## config.mk

```make
export PLATFORM = sky130hd
export DESIGN_NAME = psfb_pwm_core
export DESIGN_NICKNAME = d
export VERILOG_FILES = /design/src/rtl/psfb_pkg.sv /design/src/rtl/psfb_period_timer.sv /design/src/rtl/psfb_phase_match.sv /design/src/rtl/psfb_leg_toggle.sv /design/src/rtl/psfb_pwm_core.sv
export SDC_FILE = /design/constraint.sdc
export NUM_CORES = 1
export LEC_CHECK = 0
export BUFFER_PORTS_ARGS = -buffer_cell sky130_fd_sc_hd__buf_2
export CAP_MARGIN = 10
export CORE_MARGIN = 5
export CORE_UTILIZATION = 56
export DETAILED_ROUTE_END_ITERATION = 10
export PLACE_DENSITY = 0.8
export SYNTH_ARGS = -nofsm -noshare
export SYNTH_HDL_FRONTEND = slang
export SYNTH_HIERARCHICAL = 1
export SYNTH_SLANG_ARGS = --single-unit
```

## constraint.sdc

```tcl
create_clock -name clk -period 3.5 [get_ports clk]
set_input_delay 0.35 -clock clk [delete_from_list [all_inputs] [get_ports clk]]
set_output_delay 0.35 -clock clk [all_outputs]
set_load 0.02 [all_outputs]
```

## src/rtl/psfb_pkg.sv

```systemverilog
package psfb_pkg;
  localparam int NUM_LEGS = 2;
  localparam int LEG_REF  = 0;
  localparam int LEG_SHFT = 1;

  typedef struct packed {
    logic hi;
    logic lo;
  } leg_drv_t;
endpackage

```

## src/rtl/psfb_period_timer.sv

```systemverilog
module psfb_period_timer #(
  parameter int CNT_W = 8
) (
  input  logic             clk,
  input  logic             rst_n,
  input  logic [CNT_W-1:0] period_last,
  input  logic             sync_in,
  output logic [CNT_W-1:0] cnt_o,
  output logic             start_o,
  output logic             wrap_o,
  output logic             run_o
);
  logic [CNT_W-1:0] cnt_q, cnt_d;
  logic             sync_prev_q;
  logic             sync_rise, wrap, cnt_clr;

  always_comb begin
    sync_rise = sync_in & ~sync_prev_q;
    wrap      = ~sync_in & (cnt_q >= period_last);
    cnt_clr   = sync_in | wrap;
    cnt_d     = cnt_clr ? '0 : cnt_q + 1'b1;
  end

  always_ff @(posedge clk or negedge rst_n) begin
    if (!rst_n) begin
      cnt_q       <= '0;
      sync_prev_q <= 1'b0;
    end else begin
      cnt_q       <= cnt_d;
      sync_prev_q <= sync_in;
    end
  end

  assign cnt_o   = cnt_q;
  assign start_o = sync_rise | wrap;
  assign wrap_o  = wrap;
  assign run_o   = ~sync_in;
endmodule

```

## src/rtl/psfb_phase_match.sv

```systemverilog
module psfb_phase_match #(
  parameter int CNT_W = 8
) (
  input  logic             clk,
  input  logic             rst_n,
  input  logic             start,
  input  logic             run,
  input  logic [CNT_W-1:0] cnt,
  input  logic [CNT_W-1:0] period_last,
  input  logic [CNT_W-1:0] phase_cmd,
  output logic             hit_o
);
  logic [CNT_W-1:0] ph_q, ph_d;
  logic             ph_en;
  logic [CNT_W-1:0] match;

  always_comb begin
    ph_en = start;
    ph_d  = phase_cmd;
    match = (ph_q >= period_last) ? period_last : ph_q;
    hit_o = run & (cnt == match);
  end

  always_ff @(posedge clk or negedge rst_n) begin
    if (!rst_n)     ph_q <= '0;
    else if (ph_en) ph_q <= ph_d;
  end
endmodule

```

## src/rtl/psfb_leg_toggle.sv

```systemverilog
module psfb_leg_toggle
  import psfb_pkg::*;
#(
  parameter logic RST_VAL = 1'b0
) (
  input  logic     clk,
  input  logic     rst_n,
  input  logic     tgl_req,
  input  logic     force_low,
  output logic     state_o,
  output leg_drv_t drv_o
);
  logic state_q, state_d, state_en;

  always_comb begin
    state_en = tgl_req & ~force_low;
    state_d  = ~state_q;
  end

  always_ff @(posedge clk or negedge rst_n) begin
    if (!rst_n)        state_q <= RST_VAL;
    else if (state_en) state_q <= state_d;
  end

  assign state_o  = state_q;
  assign drv_o.hi = state_q & ~force_low;
  assign drv_o.lo = ~state_q & ~force_low;
endmodule

```

## src/rtl/psfb_pwm_core.sv

```systemverilog
module psfb_pwm_core
  import psfb_pkg::*;
#(
  parameter int CNT_W = 8
) (
  input  logic             clk,
  input  logic             rst_n,
  input  logic [CNT_W-1:0] period_last,
  input  logic [CNT_W-1:0] phase_cmd,
  input  logic             sync_in,
  input  logic             force_low,
  output logic             out_a,
  output logic             out_b,
  output logic             out_c,
  output logic             out_d,
  output logic             sync_out
);
  logic [CNT_W-1:0]    cnt;
  logic                start, wrap, run, hit;
  logic                owe;
  logic                sync_out_q;
  logic [NUM_LEGS-1:0] tgl_req;
  logic [NUM_LEGS-1:0] leg_state;
  leg_drv_t            drv [NUM_LEGS];

  psfb_period_timer #(.CNT_W(CNT_W)) u_timer (
    .clk(clk), .rst_n(rst_n), .period_last(period_last), .sync_in(sync_in),
    .cnt_o(cnt), .start_o(start), .wrap_o(wrap), .run_o(run)
  );

  psfb_phase_match #(.CNT_W(CNT_W)) u_match (
    .clk(clk), .rst_n(rst_n), .start(start), .run(run), .cnt(cnt),
    .period_last(period_last), .phase_cmd(phase_cmd), .hit_o(hit)
  );

  // The shifted leg still owes its change for this period while the two
  // leg states differ; the phase relation lives in the states themselves.
  always_comb begin
    owe               = leg_state[LEG_REF] ^ leg_state[LEG_SHFT];
    tgl_req[LEG_REF]  = start;
    tgl_req[LEG_SHFT] = (hit | start) & owe;
  end

  for (genvar g = 0; g < NUM_LEGS; g++) begin : g_leg
    localparam logic RST_V = (g == LEG_SHFT) ? 1'b1 : 1'b0;
    psfb_leg_toggle #(.RST_VAL(RST_V)) u_leg (
      .clk(clk), .rst_n(rst_n), .tgl_req(tgl_req[g]), .force_low(force_low),
      .state_o(leg_state[g]), .drv_o(drv[g])
    );
  end

  always_ff @(posedge clk or negedge rst_n) begin
    if (!rst_n) sync_out_q <= 1'b0;
    else        sync_out_q <= wrap;
  end

  assign out_a    = drv[LEG_REF].hi;
  assign out_b    = drv[LEG_REF].lo;
  assign out_c    = drv[LEG_SHFT].hi;
  assign out_d    = drv[LEG_SHFT].lo;
  assign sync_out = sync_out_q;
endmodule

```

==> report_table.html <==
<table>
<tr><th>Metric</th><th>Value</th></tr>
<tr><th colspan="2">Route</th></tr>
<tr><td>Post-detailed-route wirelength per cell</td><td>about 15 um</td></tr>
<tr><td>Number of vias per cell after detailed routing</td><td>about 5.4</td></tr>
<tr><td>Remaining design rule violation count</td><td>0</td></tr>
<tr><td>Overall via count from detail_route</td><td>around 1100</td></tr>
<tr><td>Antenna Nets Post-Route</td><td>0</td></tr>
<tr><td>Pre-Repair DR Iteration Count</td><td>4</td></tr>
<tr><td>Final wirelength</td><td>approximately 3000 um</td></tr>
<tr><td>Number of violations reported at the end of detailed-routing iteration 0</td><td>30</td></tr>
<tr><th colspan="2">Worst setup path</th></tr>
<tr><td>Data arrival time at the worst-slack endpoint</td><td>approximately 2.7 ns</td></tr>
<tr><td>Setup slack on the worst flop-to-flop path</td><td>between 1 and 1.5 ns</td></tr>
<tr><td>Worst setup path startpoint</td><td>u_timer/cnt_o[4]</td></tr>
<tr><td>Most frequent cell on the critical path</td><td>sky130_fd_sc_hd__nor2_1</td></tr>
<tr><td>CP Launch Type</td><td>flop</td></tr>
<tr><td>Stage delay of the slowest cell on the critical path</td><td>0.49 ns</td></tr>
<tr><td>Origin of the critical flop-to-flop path</td><td>u_timer/cnt_o[4]</td></tr>
<tr><td>Critical path class</td><td>reg2reg</td></tr>
<tr><td>Critical path, cell by cell</td><td>ha_1, o21a_1, a21oi_2, o311ai_4, a21boi_1, buf_4, nor2_1, nor2_1, nand2b_4, xnor2_2</td></tr>
<tr><td>Master of the slowest instance on the critical path</td><td>sky130_fd_sc_hd__dfrtp_1</td></tr>
<tr><td>Element type at the critical path end</td><td>flop</td></tr>
<tr><td>Endpoint required time on the critical path</td><td>between 3 and 4 ns</td></tr>
<tr><td>Highest fanout seen on the critical path</td><td>11</td></tr>
<tr><td>Count of cells along the worst register-to-register path</td><td>10</td></tr>
<tr><th colspan="2">Clock tree</th></tr>
<tr><td>Clock transition time at the flip-flop clock pins of the worst setup and hold paths</td><td>~0.11 ns</td></tr>
<tr><td>Clock latency on the worst-skew pair</td><td>about 0.3 ns</td></tr>
<tr><td>Maximum buffer depth of the clock tree</td><td>2</td></tr>
<tr><td>Clock sink count</td><td>20</td></tr>
<tr><td>Count of instances resized after the clock tree is built</td><td>0</td></tr>
<tr><td>Root buffer cell</td><td>sky130_fd_sc_hd__clkbuf_4</td></tr>
<tr><td>CTS tree</td><td>built</td></tr>
<tr><td>H-Tree Level Count</td><td>1</td></tr>
<tr><td>Num CTS Buffers</td><td>3</td></tr>
<tr><th colspan="2">Final layout</th></tr>
<tr><td>Area growth from synthesis to layout</td><td>14.0%</td></tr>
<tr><td>Layout cell share with drive strength beyond 1</td><td>around 28%</td></tr>
<tr><td>Antenna diode count</td><td>0</td></tr>
<tr><td>Cell area after layout</td><td>approximately 1700 um2</td></tr>
<tr><td>Net total in the final layout</td><td>211</td></tr>
<tr><td>Number of fill cells</td><td>between 200 and 250</td></tr>
<tr><th colspan="2">Timing</th></tr>
<tr><td>Clock period minus worst slack</td><td>2.46 ns</td></tr>
<tr><td>Final period utilization</td><td>a little over two thirds</td></tr>
<tr><td>Final-report hold violation count</td><td>0</td></tr>
<tr><td>Highest attainable clock frequency</td><td>406 MHz</td></tr>
<tr><td>Clk_skew</td><td>0.00944 ns</td></tr>
<tr><td>Worst Max-Slew Pin Slew</td><td>roughly 0.44 ns</td></tr>
<tr><td>Unrepaired setup endpoints after global routing</td><td>false</td></tr>
<tr><td>Final-layout setup total negative slack</td><td>0 ns</td></tr>
<tr><td>Max-slew violation total from the final report</td><td>0</td></tr>
<tr><td>Normalized max-slew margin</td><td>70.8%</td></tr>
<tr><td>Number of endpoints failing setup at the final stage</td><td>0</td></tr>
<tr><th colspan="2">Synth</th></tr>
<tr><td>Share of synthesized registers carrying an async set or reset</td><td>100%</td></tr>
<tr><td>Count of distinct cell types in the synthesized netlist</td><td>33</td></tr>
<tr><td>Number of cells produced by synthesis</td><td>roughly 140</td></tr>
<tr><td>Top cells by area, synth</td><td>sky130_fd_sc_hd__dfrtp_1 (32%), sky130_fd_sc_hd__ha_1 (14%), sky130_fd_sc_hd__xnor2_1 (8.3%), sky130_fd_sc_hd__mux2_2 (5.3%), sky130_fd_sc_hd__inv_1 (4.3%)</td></tr>
<tr><td>Area of the mapped netlist</td><td>1480 um2</td></tr>
<tr><td>Most instantiated cells after synthesis</td><td>sky130_fd_sc_hd__dfrtp_1 (19), sky130_fd_sc_hd__ha_1 (17), sky130_fd_sc_hd__inv_1 (17), sky130_fd_sc_hd__xnor2_1 (14), sky130_fd_sc_hd__nor2_1 (13)</td></tr>
<tr><td>Share of the synthesized area in the top cell type</td><td>around a third</td></tr>
<tr><td>Library cell with the highest instance count after synthesis</td><td>sky130_fd_sc_hd__dfrtp_1</td></tr>
<tr><td>Synthesized net count</td><td>around 180</td></tr>
<tr><td>Synthesis warning total</td><td>6</td></tr>
<tr><td>Library cell occupying the most area in the post-synthesis netlist</td><td>sky130_fd_sc_hd__dfrtp_1</td></tr>
<tr><td>Fraction of the yosys area taken by sequential cells</td><td>33.9%</td></tr>
<tr><td>Primary FF master, synth</td><td>sky130_fd_sc_hd__dfrtp_1</td></tr>
<tr><td>Post-Syn Area per Cell</td><td>10.3 um2</td></tr>
<tr><td>Synth Register Bits</td><td>20</td></tr>
<tr><td>Number of enable flip-flop cells after synthesis</td><td>0</td></tr>
<tr><th colspan="2">Floorplanning</th></tr>
<tr><td>Placeable core region</td><td>approximately 2500 um2</td></tr>
<tr><td>Area of the die</td><td>about 3800 um2</td></tr>
<tr><td>Die width</td><td>61.4 um</td></tr>
<tr><td>Standard-cell row count</td><td>18</td></tr>
<tr><td>Starting Density</td><td>between 50 and 60%</td></tr>
<tr><td>I/O Pins</td><td>25</td></tr>
<tr><td>Die Y</td><td>about 60 um</td></tr>
<tr><th colspan="2">Pwr</th></tr>
<tr><td>Leakage power</td><td>slightly below 0.9 nW</td></tr>
<tr><td>Switching Fraction</td><td>about 33%</td></tr>
<tr><td>Peak ir drop on the vdd network</td><td>roughly 0.00030 V</td></tr>
<tr><td>Share of power burned in combinational logic</td><td>34.9%</td></tr>
<tr><td>Cell-internal power</td><td>0.449 mW</td></tr>
<tr><td>Fraction of power consumed by sequential logic</td><td>a little under half</td></tr>
<tr><td>Part of the total power dissipated in the clock network</td><td>between 10% and 20%</td></tr>
<tr><td>Net Sw Power</td><td>roughly 0.22 mW</td></tr>
<tr><td>Power Density</td><td>between 300 and 400 nW/um2</td></tr>
<tr><th colspan="2">Status</th></tr>
<tr><td>Status</td><td>finished clean</td></tr>
<tr><th colspan="2">Placement</th></tr>
<tr><td>Placement-stage cell area</td><td>between 1500 and 2000 um2</td></tr>
<tr><td>Routability Congestion</td><td>slightly above 0.8</td></tr>
<tr><td>Detail Placement HPWL</td><td>2450 um</td></tr>
<tr><td>Count of buffers inserted at the top-level ports</td><td>24</td></tr>
<tr><th colspan="2">Global route</th></tr>
<tr><td>First-pass GRT wire length</td><td>approximately 5000 um</td></tr>
<tr><td>Pin count of the biggest net entering global routing</td><td>21</td></tr>
<tr><td>Antenna violations before repair</td><td>0</td></tr>
<tr><td>Vias in the first global route</td><td>1160</td></tr>
<tr><td>Final global-route overflow total</td><td>0</td></tr>
<tr><td>Tot GR Track Use</td><td>17.7%</td></tr>
<tr><th colspan="2">Min path</th></tr>
<tr><td>Classification of the worst-slack hold path</td><td>in2reg</td></tr>
<tr><td>Hold Path Stages</td><td>1</td></tr>
<tr><td>HP Start</td><td>sync_in</td></tr>
<tr><th colspan="2">Run</th></tr>
<tr><td>Max-cap violation count</td><td>0</td></tr>
</table>
power groups by stage:
stage | clock network (mW) | registers [mW] | logic [mW]
final | 0.131 | 0.306 | 0.234
after global routing | 0.148 | 0.311 | 0.260
after CTS | 0.137 | 0.307 | 0.237
after detailed placement | 0 | 0.310 | 0.235
after global placement | 0 | 0.308 | 0.223
after floorplan | 0 | 0.301 | 0.177
repair_timing:
item / 4_1_cts / 5_1_grt
buffers inserted: 0 / 0
hold endpoints to repair: 11 / 0
hold buffers: 1 / 0
kinds of logic (layout without fill, tap and decap cells):
family,Yosys count,in the layout,share of synthesized area (%)
buffers and inverters,18,47,4.56
muxes,8,8,6.00
adders and majority gates,17,17,14.4
DFF,20,20,33.9
AOI/OAI and AO/OA,18,18,10.7
and+or+nand+nor,40,40,15.9
xor gates and xnor gates,23,23,14.6
state kept, by name (all words and copies together) (netlist names):
register             count
u_timer/cnt_o            8
u_match/ph_q             8
g_leg.u_leg/state_o      2
sync_out                 1
u_timer/sync_prev_q      1
layer usage:
metal  part of all wire, %  global-route usage (%)
met3                   3.8                    4.40
met2                    54                    33.5
met4                  0.50                    1.82
met1                    41                    20.7
met5                     0                       0
cell type report:
class                           instances  area (um2)  share of cell area, %
Tap cell                               30        37.5                   2.22
Timing Repair Buffer                   26         138                   8.15
Inverter                               17        63.8                   3.78
Multi-Input combinational cell        106         912                   54.0
Sequential cell                        20         502                   29.7
Clock buffer                            4        36.3                   2.15
placed cells by master (no fill, tap or decap):
| master | count |
|---|---|
| sky130_fd_sc_hd__a31oi_4 | 1 |
| sky130_fd_sc_hd__o221a_1 | 1 |
| sky130_fd_sc_hd__a21oi_2 | 2 |
| sky130_fd_sc_hd__and3_1 | 3 |
| sky130_fd_sc_hd__nand2b_4 | 3 |
| sky130_fd_sc_hd__mux2i_1 | 1 |
| sky130_fd_sc_hd__o31a_1 | 1 |
| sky130_fd_sc_hd__clkbuf_4 | 3 |
| sky130_fd_sc_hd__nand2b_1 | 3 |
| sky130_fd_sc_hd__nand2_1 | 4 |
| sky130_fd_sc_hd__dfstp_2 | 1 |
| sky130_fd_sc_hd__buf_4 | 1 |
| sky130_fd_sc_hd__a21o_1 | 1 |
| sky130_fd_sc_hd__nor2_1 | 13 |
| sky130_fd_sc_hd__nor4_1 | 1 |
| sky130_fd_sc_hd__buf_2 | 24 |
| sky130_fd_sc_hd__xnor2_1 | 14 |
| sky130_fd_sc_hd__and2_1 | 1 |
| sky130_fd_sc_hd__dfrtp_1 | 19 |
| sky130_fd_sc_hd__o21a_1 | 1 |
| sky130_fd_sc_hd__and2b_2 | 2 |
| sky130_fd_sc_hd__or3_1 | 1 |
| sky130_fd_sc_hd__clkbuf_8 | 1 |
| sky130_fd_sc_hd__a21boi_1 | 1 |
| sky130_fd_sc_hd__mux2_2 | 7 |
| sky130_fd_sc_hd__ha_1 | 17 |
| sky130_fd_sc_hd__a2111o_1 | 1 |
| sky130_fd_sc_hd__dlygate4sd3_1 | 1 |
| sky130_fd_sc_hd__nand3_1 | 4 |
| sky130_fd_sc_hd__xnor2_2 | 2 |
| sky130_fd_sc_hd__nand4_1 | 4 |
| sky130_fd_sc_hd__o311ai_4 | 1 |
| sky130_fd_sc_hd__or4_4 | 1 |
| sky130_fd_sc_hd__o21ai_0 | 4 |
| sky130_fd_sc_hd__xor2_1 | 7 |
| sky130_fd_sc_hd__a21oi_1 | 4 |
| sky130_fd_sc_hd__inv_1 | 17 |
per-stage QoR:
step	instances	worst slack, ns	util (%)	power, mW	hold WS (ns)
floorplan	144	1.05	-	0.477	0.0544
global placement	198	1.08	65.7	0.531	0.308
detailed placement	198	0.985	65.7	0.546	0.323
CTS	203	1.01	67.6	0.681	0.179
global route	203	0.899	67.6	0.719	0.168
finish	203	1.04	67.6	0.671	0.189
final timing paths:
| check | endpoint |
|---|---|
| worst max-delay path | g_leg[1].u_leg/state_o |
| worst min-delay path | u_timer/sync_prev_q |
| worst max register to register | g_leg[1].u_leg/state_o |
| worst min register to register | g_leg[1].u_leg/state_o |
| max in group asynchronous | g_leg[1].u_leg/state_o |
| min in group asynchronous | u_timer/cnt_o[4] |
worst max-delay path, delay by kind of cell, from the launching register on:
| family | cells | cell delay, ns |
|---|---|---|
| xor+xnor | 1 | 0.13 |
| fa+ha+maj | 1 | 0.32 |
| simple gates | 3 | 0.35 |
| buf+inv | 1 | 0.22 |
| flops | 1 | 0.49 |
| compound gates | 4 | 0.89 |
(Power assumes the default switching activity.)
